`src/rtl/pdl_pkg.sv`:
```
package pdl_pkg;
  localparam int unsigned PDL_DATA_W_DEF    = 16;
  localparam int unsigned PDL_TS_W_DEF      = 32;
  localparam int unsigned PDL_PAY_DEPTH_DEF = 32;
  localparam int unsigned PDL_PKT_DEPTH_DEF = 8;
endpackage

```
`src/rtl/pdl_sys_timer.sv`:
```
module pdl_sys_timer #(
  parameter int unsigned TS_W = 32
) (
  input  logic            clk,
  input  logic            rst_n,
  output logic [TS_W-1:0] now
);
  logic [TS_W-1:0] cnt_q, cnt_d;

  always_comb begin
    cnt_d = cnt_q + TS_W'(1);
  end

  always_ff @(posedge clk or negedge rst_n) begin
    if (!rst_n) cnt_q <= '0;
    else        cnt_q <= cnt_d;
  end

  assign now = cnt_q;
endmodule

```
`src/rtl/pdl_fifo.sv`:
```
module pdl_fifo #(
  parameter int unsigned WIDTH = 8,
  parameter int unsigned DEPTH = 4
) (
  input  logic             clk,
  input  logic             rst_n,
  input  logic             push,
  input  logic [WIDTH-1:0] push_data,
  input  logic             pop,
  output logic [WIDTH-1:0] pop_data,
  output logic             empty,
  output logic             full
);
  localparam int unsigned AW = (DEPTH > 1) ? $clog2(DEPTH) : 1;
  localparam int unsigned CW = $clog2(DEPTH + 1);

  logic [WIDTH-1:0] mem [DEPTH];
  logic [AW-1:0]    wr_q, wr_d, rd_q, rd_d;
  logic [CW-1:0]    cnt_q, cnt_d;
  logic             do_push, do_pop;

  assign empty   = (cnt_q == '0);
  assign full    = (cnt_q == CW'(DEPTH));
  assign do_push = push && !full;
  assign do_pop  = pop && !empty;

  always_comb begin
    wr_d  = wr_q;
    rd_d  = rd_q;
    cnt_d = cnt_q;
    if (do_push) wr_d = (wr_q == AW'(DEPTH - 1)) ? '0 : wr_q + AW'(1);
    if (do_pop)  rd_d = (rd_q == AW'(DEPTH - 1)) ? '0 : rd_q + AW'(1);
    case ({do_push, do_pop})
      2'b10:   cnt_d = cnt_q + CW'(1);
      2'b01:   cnt_d = cnt_q - CW'(1);
      default: cnt_d = cnt_q;
    endcase
  end

  always_ff @(posedge clk or negedge rst_n) begin
    if (!rst_n) begin
      wr_q  <= '0;
      rd_q  <= '0;
      cnt_q <= '0;
    end else begin
      wr_q  <= wr_d;
      rd_q  <= rd_d;
      cnt_q <= cnt_d;
    end
  end

  always_ff @(posedge clk) begin
    if (do_push) mem[wr_q] <= push_data;
  end

  assign pop_data = mem[rd_q];
endmodule

```
`src/rtl/pdl_delay_line.sv`:
```
module pdl_delay_line
  import pdl_pkg::*;
#(
  parameter int unsigned DATA_W    = PDL_DATA_W_DEF,
  parameter int unsigned TS_W      = PDL_TS_W_DEF,
  parameter int unsigned PAY_DEPTH = PDL_PAY_DEPTH_DEF,
  parameter int unsigned PKT_DEPTH = PDL_PKT_DEPTH_DEF
) (
  input  logic              clk,
  input  logic              rst_n,
  input  logic              cfg_wr_en,
  input  logic [TS_W-1:0]   cfg_wr_delay,
  input  logic              in_valid,
  output logic              in_ready,
  input  logic [DATA_W-1:0] in_data,
  input  logic              in_last,
  output logic              out_valid,
  input  logic              out_ready,
  output logic [DATA_W-1:0] out_data,
  output logic              out_last,
  output logic              line_empty,
  output logic              line_full
);
  localparam int unsigned BEAT_W = DATA_W + 1;

  logic [1:0]        rst_sync_q;
  logic              rst_core_n;
  logic [TS_W-1:0]   now_w;
  logic [TS_W-1:0]   delay_q, delay_d;
  logic [TS_W-1:0]   rel_q, rel_d;
  logic              mid_q, mid_d;
  logic              in_fire, out_fire;
  logic [TS_W-1:0]   stamp_in, head_stamp, age;
  logic              head_due;
  logic              pay_empty, pay_full, stamp_empty, stamp_full;
  logic [BEAT_W-1:0] pay_head;

  // reset: asserted at once, released on the clock
  always_ff @(posedge clk or negedge rst_n) begin
    if (!rst_n) rst_sync_q <= 2'b00;
    else        rst_sync_q <= {rst_sync_q[0], 1'b1};
  end
  assign rst_core_n = rst_sync_q[1];

  pdl_sys_timer #(.TS_W(TS_W)) u_timer (
    .clk  (clk),
    .rst_n(rst_core_n),
    .now  (now_w)
  );

  assign line_full = pay_full || stamp_full;
  assign in_ready  = !line_full;
  assign in_fire   = in_valid && in_ready;

  // stamp taken on the first beat, committed with the last beat
  assign stamp_in = mid_q ? rel_q : (now_w + delay_q);

  always_comb begin
    delay_d = cfg_wr_en ? cfg_wr_delay : delay_q;
    rel_d   = rel_q;
    mid_d   = mid_q;
    if (in_fire) begin
      rel_d = stamp_in;
      mid_d = !in_last;
    end
  end

  always_ff @(posedge clk or negedge rst_core_n) begin
    if (!rst_core_n) begin
      delay_q <= '0;
      rel_q   <= '0;
      mid_q   <= 1'b0;
    end else begin
      delay_q <= delay_d;
      rel_q   <= rel_d;
      mid_q   <= mid_d;
    end
  end

  pdl_fifo #(.WIDTH(BEAT_W), .DEPTH(PAY_DEPTH)) u_pay_fifo (
    .clk      (clk),
    .rst_n    (rst_core_n),
    .push     (in_fire),
    .push_data({in_last, in_data}),
    .pop      (out_fire),
    .pop_data (pay_head),
    .empty    (pay_empty),
    .full     (pay_full)
  );

  pdl_fifo #(.WIDTH(TS_W), .DEPTH(PKT_DEPTH)) u_stamp_fifo (
    .clk      (clk),
    .rst_n    (rst_core_n),
    .push     (in_fire && in_last),
    .push_data(stamp_in),
    .pop      (out_fire && out_last),
    .pop_data (head_stamp),
    .empty    (stamp_empty),
    .full     (stamp_full)
  );

  // due when (now - release) is non-negative modulo 2^TS_W
  assign age       = now_w - head_stamp;
  assign head_due  = !age[TS_W-1];
  assign out_valid = !stamp_empty && head_due;
  assign out_fire  = out_valid && out_ready;
  assign out_data  = pay_head[DATA_W-1:0];
  assign out_last  = pay_head[DATA_W];
  assign line_empty = pay_empty;
endmodule

```
`config.mk`:
```
export PLATFORM = sky130hd
export DESIGN_NAME = pdl_delay_line
export DESIGN_NICKNAME = d
export VERILOG_FILES = /design/src/rtl/pdl_pkg.sv /design/src/rtl/pdl_sys_timer.sv /design/src/rtl/pdl_fifo.sv /design/src/rtl/pdl_delay_line.sv
export SDC_FILE = /design/constraint.sdc
export NUM_CORES = 1
export LEC_CHECK = 0
export BUFFER_PORTS_ARGS = -buffer_cell sky130_fd_sc_hd__clkbuf_2
export CAP_MARGIN = 20
export CORE_MARGIN = 10
export CORE_UTILIZATION = 30
export DETAILED_ROUTE_END_ITERATION = 16
export GPL_ROUTABILITY_DRIVEN = 1
export SLEW_MARGIN = 15
export SYNTH_ARGS = -nofsm -noshare
export SYNTH_HDL_FRONTEND = slang
export SYNTH_HIERARCHICAL = 1
export SYNTH_SLANG_ARGS = --single-unit
```
`constraint.sdc`:
```
create_clock -name clk -period 5 [get_ports clk]
set_clock_uncertainty 0.05 [all_clocks]
set_input_delay 0.5 -clock clk [delete_from_list [all_inputs] [get_ports clk]]
set_output_delay 0.5 -clock clk [all_outputs]
set_load 0.005 [all_outputs]
```
==> flow_metrics.tcl, run 1 <==
set metrics [dict create \
    io_buffer_count 74 \
    grt_max_degree 124 \
    top_level_ports 75 \
    startpoint_type "flop" \
    setup-tns-final_ns 0 \
    ys_types 88 \
    power_frac_comb_pct 27.9 \
    antenna_found_initial 12 \
    grt_first_pass_wirelength_mm 141 \
    place_area_sq_mm 0.0422 \
    slew_violations 0 \
    crit_slowest_cell "dfrtp_4" \
    synthCells 2245 \
    hpwl_mm 57.9 \
    cellLeakagePower_nw 15.9 \
    cts_buffers 94 \
    std_cell_rows 132 \
    wl_per_cell_microns 22.0 \
    setup_viol 0 \
    timing.critical_path.arrival_ns 5.34 \
    gr-total-overflow 0 \
    drt-initial-drc-count 1650 \
    p_clk_share_pct 30.6 \
    yosysSeqAreaShare_pct 69.4 \
    p_sw_mw 7.20 \
    rsz0062_at_grt "no" \
    via_per_inst 4.94 \
    relSlewSlack_pct 29.0 \
    antenna_cells 0 \
    routed_wl_mm 94.3 \
    clock_latency_ns 0.69 \
    drc 0 \
    hold_viol_final 0 \
    ant_nets 0 \
    synth_area_sq_mm 0.0391 \
    gr-usage-all-layers_pct 12.7 \
    crit_fanout 7 \
    run_status "finished, final reports clean" \
    async_flop_share_pct 13.5 \
    clock_path_buffers 3 \
    post-place-ws_ns -0.211 \
    crit_path_max_incr_delay_ns 0.51 \
    finalCriticalPeriod_ns 4.82 \
    max_slew.worst_pin.slew_ns 1.06 \
    grt_util_met2_pct 20.2 \
    h-tree-depth 3 \
    grt_busiest_layer "met2" \
    crit_top_cell "buf_4" \
    grt_pass1_vias 21500 \
    end_kind "flop" \
    die_w_microns 381 \
    seq_power_share_pct 41.5 \
    reg2reg_setup_slack_ns 0.18 \
    die-area_sq_mm 0.145 \
    ctsRootBufferMaster "clkbuf_16" \
    worstPathCellList "buf_12 -> mux4_2 -> mux2_2 -> inv_1 -> ha_1 -> a21o_1 -> a21o_1 -> a21oi_1 -> o21ai_0 -> a21oi_1 -> buf_4 -> o21ai_2 -> mux2i_1 -> buf_4 -> o31ai_4 -> inv_2 -> ha_4 -> buf_4 -> ha_1 -> nor4bb_1 -> a311o_1 -> or3b_2 -> xnor2_1" \
    hp-class "primary input to flop" \
    fmax_ghz 0.207 \
    p_per_area_mw_per_mm2 521 \
    synth.area.top_cells "edfxtp_1 61%, mux4_2 8.9%, dfrtp_1 8.0%" \
    cts_tree "done" \
    clkTransAtPathRegs_ns 0.06 \
    internal-power_mw 16.7 \
    synth.net_count 2383 \
    syn2layout_area_growth_pct 17.1 \
    avgSynthCellArea_sq_um 17.4 \
    vias 21100 \
    firstDrtPassIters 5 \
    coreArea_sq_mm 0.129 \
    fillCellCount 12300 \
    setup_ws_ns 0.180 \
    fin_crit_sh_pct 96.4 \
    final_layout_size_suffix_gt1_share_pct 26.3 \
    cts.sinks 925 \
    ys.warnings.count 6 \
    finalPower_mw 23.9 \
    gp_congestion 0.834 \
    critical_path_class "flop to flop" \
    synth_edf_count 800 \
    cap_viol_max_count 0 \
    synth_top_area_share_pct 61.4 \
    ys_seq_elements 925 \
    grt_use_met3_pct 2.36 \
    die_h_microns 381 \
    num-nets-final 2596 \
    yosysTopAreaCell "edfxtp_1" \
    synth_ff_type "edfxtp_1" \
    met1_usage_pct 17.7 \
    start_util_pct 30.2 \
    worstPathRequired_ns 5.52 \
    ir_drop_mv 0.355 \
    sw_frac_of_total_pct 30.2 \
    fin_area_sq_mm 0.0458 \
]
[layer usage]
layer	vias to the layer above	routed length [microns]
li1	9386	-
met1	11100	43000
met2	549	44100
met3	144	4950
met4	10	2190
met5	-	69
[worst max-delay path: cells and delay by family (launching register included)]
family	cells	cell delay, ns
compound gates	8	1.20
mux	3	0.88
buf+inv	6	0.71
fa+ha+maj	3	0.60
simple gates	2	0.60
flops	1	0.51
xor+xnor	1	0.13
[cells by family (layout without fill, tap and decap cells)]
group | count (synthesis) | count (layout) | share of synthesized area (%)
muxes | 320 | 320 | 13.9
buffers and inverters | 171 | 461 | 2.18
adders and majority gates | 84 | 84 | 2.74
xor gates and xnor gates | 61 | 61 | 1.37
AOI/OAI and AO/OA | 337 | 337 | 5.92
other | 1 | 1 | 0.00959
DFF | 925 | 925 | 69.4
and+or+nand+nor | 346 | 346 | 4.50
[sequential cells by signal, summed over array words and instances, names as in the netlist, 5 cells and up]
signal and cells:
rel_q 32, u_timer/now 32, u_pay_fifo/rd_q 5, u_pay_fifo/wr_q 5, u_pay_fifo/mem 544, delay_q 32, u_stamp_fifo/mem 256, u_pay_fifo/cnt_q 6
[synth_stat cells, drive strengths merged (10+ instances only)]
cell,number
a2111oi,18
a211oi,11
a21o,28
a21oi,80
a22o,17
a22oi,18
and3,10
buf,54
clkbuf,51
dfrtp,125
edfxtp,800
ha,81
inv,65
mux2,81
mux2i,73
mux4,166
nand2,106
nand3,30
nand4,16
nor2,87
nor2b,10
nor3,20
nor4,17
o21ai,85
o221ai,17
o22ai,18
xnor2,21
xor2,40
[metrics by stage]
step | utilization [%] | hold slack (ns) | std cells
6_report | 35.4 | 0.0447 | 4277
5_1_grt | 35.4 | 0.0143 | 4277
4_1_cts | 35.3 | 0.00108 | 4269
3_5_place_dp | 32.6 | 0.240 | 4072
3_3_place_gp | 32.6 | 0.236 | 4071
2_1_floorplan | - | 0.154 | 2245
[placed cells by master, fill, tap and decap left out, drive strengths merged, types with 11 or more instances in the layout]
cell         netlist  routed
a2111oi           18      18
edfxtp           800     800
nand4             16      16
o21ai             85      85
bufinv             0      13
ha                81      81
a21oi             80      80
xnor2             21      21
mux4             166     166
o221ai            17      17
dlygate4sd3        0      22
nand3             30      30
nor4              17      17
mux2i             73      73
a22o              17      17
a22oi             18      18
a21o              28      28
clkinv             1      41
xor2              40      40
dfrtp            125     125
buf               54     125
o22ai             18      18
nor2              87      87
clkbuf            51     190
nand2            106     106
nor3              20      20
a211oi            11      11
inv               65      66
mux2              81      81
[worst paths after layout]
check                                      from                    to  cells past startpoint
setup / recovery           u_stamp_fifo/rd_q[0]   u_pay_fifo/cnt_q[5]                     23
hold / removal                 cfg_wr_delay[19]           delay_q[19]                      2
setup reg to reg           u_stamp_fifo/rd_q[0]   u_pay_fifo/cnt_q[5]                     23
hold reg to reg                   rst_sync_q[1]            delay_q[1]                      1
max in group asynchronous         rst_sync_q[1]  u_stamp_fifo/rd_q[2]                      1
min in group asynchronous                 rst_n         rst_sync_q[1]                      2
[power groups by stage]
stage / registers, mW / clock network, mW / logic, mW
after CTS: 9.90 / 7.45 / 6.69
after global routing: 9.97 / 7.78 / 7.25
after global placement: 10.1 / 0 / 6.54
after floorplan: 9.76 / 0 / 4.58
after detailed placement: 10.1 / 0 / 6.62
final: 9.90 / 7.29 / 6.67
[layout make-up]
cell class	count	area [sq um]	share of cell area, %
clock buffer	115	2470	5.39
clock inverter	58	778	1.70
inverter	66	260	0.568
multi-input combinational	1149	11300	24.6
sequential	925	27200	59.3
tap	1742	2180	4.76
timing repair buffer	222	1680	3.66
[repair_timing]
action	in CTS	in global routing
endpoints found under the hold margin	23	0
resized for setup	3	11
cloned	0	1
hold buffers	22	0
setup endpoints to repair	1	2
setup buffers	2	6
pin swaps	0	2
(Power assumes the default switching activity.)
==> run 2, diff against run 1 <==
- clock period: 5 -> 4.1 ns (I/O delays scaled with it)
==> flow_metrics.tcl, run 2 (synthesis gave the netlist of run 1 again) <==
set metrics [dict create \
    grt_util_met2_pct 20.1 \
    worstPathCellList "buf_12 -> buf_12 -> mux4_2 -> mux2_2 -> inv_1 -> ha_4 -> a21o_1 -> a21o_1 -> a21oi_2 -> o21ai_2 -> a21oi_4 -> o21ai_4 -> mux2i_2 -> o31ai_4 -> inv_2 -> ha_4 -> ha_4 -> nor4bb_1 -> a311o_1 -> or3b_4 -> xnor2_1" \
    antenna_cells 0 \
    finalPower_mw 29.5 \
    internal-power_mw 20.6 \
    gp_congestion 0.818 \
    fmax_ghz 0.219 \
    cellLeakagePower_nw 16.2 \
    drt-initial-drc-count 1550 \
    via_per_inst 4.91 \
    r2r-start "u_stamp_fifo/rd_q[0]" \
    fin_crit_sh_pct 111 \
    syn2layout_area_growth_pct 19.2 \
    hp-class "primary input to flop" \
    p_clk_share_pct 29.1 \
    largestRegisters "u_pay_fifo/mem x544, u_stamp_fifo/mem x256" \
    hp-start "in_valid" \
    met1_usage_pct 16.4 \
    grt_use_met3_pct 2.41 \
    relSlewSlack_pct 31.8 \
    cp_top_family "compound AO/OA/AOI/OAI gates" \
    clkTransAtPathRegs_ns 0.06 \
    ir_drop_mv 0.378 \
    grt_first_pass_wirelength_mm 137 \
    std_cell_rows 132 \
    layout_commonest_cell "edfxtp_1" \
    timing.critical_path.arrival_ns 5.07 \
    crit_top_cell "ha_4" \
    cts_tree "done" \
    firstDrtPassIters 5 \
    routed_wl_mm 91.4 \
    p_per_area_mw_per_mm2 633 \
    end_kind "flop" \
    start_util_pct 30.2 \
    grt_max_degree 62 \
    hold_viol_final 0 \
    gr-total-overflow 0 \
    antenna_found_initial 6 \
    largest_register_ff_count 544 \
    setup_viol 9 \
    ctsRootBufferMaster "clkbuf_16" \
    hpwl_mm 57.0 \
    worstPathRequired_ns 4.62 \
    final_layout_size_suffix_gt1_share_pct 28.8 \
    cap_viol_max_count 0 \
    regMostFlops "u_pay_fifo/mem" \
    run_status "finished with violations" \
    cp-startpoint "u_stamp_fifo/rd_q[0]" \
    grt_pass1_vias 21600 \
    final_cell_mix "800 x edfxtp_1, 155 x mux4_2, 127 x buf_4" \
    cts_buffers 93 \
    max_slew.worst_pin.slew_ns 1.01 \
    cts.sinks 925 \
    top_level_ports 75 \
    ant_nets 0 \
    startpoint_type "flop" \
    crit_path_max_incr_delay_ns 0.52 \
    failed_checks "negative setup slack" \
    power_frac_comb_pct 30.2 \
    coreArea_sq_mm 0.129 \
    holdPathEnd "mid_q" \
    utilization_pct 36.0 \
    crit_slowest_cell "dfrtp_4" \
    seq_power_share_pct 40.7 \
    die-area_sq_mm 0.145 \
    h-tree-depth 3 \
    clock_latency_ns 0.70 \
    num-nets-final 2643 \
    critical_path_buf_inv_count 4 \
    finalCriticalPeriod_ns 4.56 \
    gr-usage-all-layers_pct 12.3 \
    r2r.worst_path.cells 21 \
    die_w_microns 381 \
    reg2reg_setup_slack_ns -0.46 \
    p_sw_mw 8.89 \
    crit_fanout 5 \
    rsz0062_at_grt "yes" \
    critical_path_class "flop to flop" \
    vias 21200 \
    setup_ws_ns -0.458 \
    wl_per_cell_microns 21.1 \
    slew_violations 0 \
    drc 0 \
    post-place-ws_ns -0.506 \
    hold_depth 3 \
    clock_path_buffers 3 \
    sw_frac_of_total_pct 30.1 \
    io_buffer_count 74 \
    hold_ws_ns 0.218 \
    grt_busiest_layer "met2" \
    die_h_microns 381 \
    timing.rr.end "u_pay_fifo/cnt_q[5]" \
]
[run 2: final cells by class]
| cell class | instances | area, sq um |
|---|---|---|
| clock buffers | 116 | 2470 |
| well taps | 1742 | 2180 |
| repair buffers | 270 | 2220 |
| multi-input cells | 1149 | 11600 |
| clock inverters | 59 | 663 |
| flip-flops and latches | 925 | 27200 |
| fillers | 12200 | 82900 |
| inverters | 66 | 265 |
[run 2: power groups by stage]
stage / Combinational, mW / Sequential, mW / Clock [mW]
finish: 8.92 / 12.0 / 8.59
global route: 9.69 / 12.1 / 9.20
CTS: 8.91 / 12.0 / 8.81
detailed placement: 8.43 / 12.2 / 0
global placement: 8.35 / 12.2 / 0
floorplan: 5.72 / 11.9 / 0
[run 2: layer usage]
metal | up-vias | wire, microns
met2 | 540 | 43800
li1 | 9495 | -
met4 | 10 | 2240
met5 | - | 69
met3 | 151 | 4870
met1 | 11000 | 40400
[run 2: worst max path at each step]
stage | end | cells after the start
2_1_floorplan | u_pay_fifo/cnt_q[5] | 21
3_3_place_gp | u_pay_fifo/cnt_q[5] | 21
3_5_place_dp | u_pay_fifo/cnt_q[5] | 21
4_1_cts | u_pay_fifo/cnt_q[5] | 21
5_1_grt | u_pay_fifo/cnt_q[5] | 21
6_report | u_pay_fifo/cnt_q[5] | 21
[run 2: worst reg2reg max path: stages, from the launching register on]
cell	delay, ns
dfrtp_4	0.52
buf_12	0.15
buf_12	0.13
mux4_2	0.42
mux2_2	0.27
inv_1	0.09
ha_4	0.20
a21o_1	0.15
a21o_1	0.18
a21oi_2	0.13
o21ai_2	0.08
a21oi_4	0.18
o21ai_4	0.11
mux2i_2	0.24
o31ai_4	0.11
inv_2	0.07
ha_4	0.18
ha_4	0.21
nor4bb_1	0.14
a311o_1	0.32
or3b_4	0.37
xnor2_1	0.12
[run 2: timing repair]
| action | 4_1_cts | 5_1_grt |
|---|---|---|
| cloned | 3 | 0 |
| buffers inserted | 14 | 5 |
| setup endpoints to repair | 12 | 12 |
| hold buffers | 34 | 0 |
| pin swaps | 22 | 13 |
| gates resized for setup | 61 | 27 |
| endpoints found under the hold margin | 34 | 0 |
[run 2: per-stage QoR]
stage                     area, sq um  std cells  TNS, ns
after floorplan                 39300       2245   -0.432
after CTS                       46500       4322    -2.06
after detailed placement        42500       4097    -2.14
after global routing            46600       4327    -4.14
final                           46600       4327    -2.43
after global placement          42500       4096    -1.75
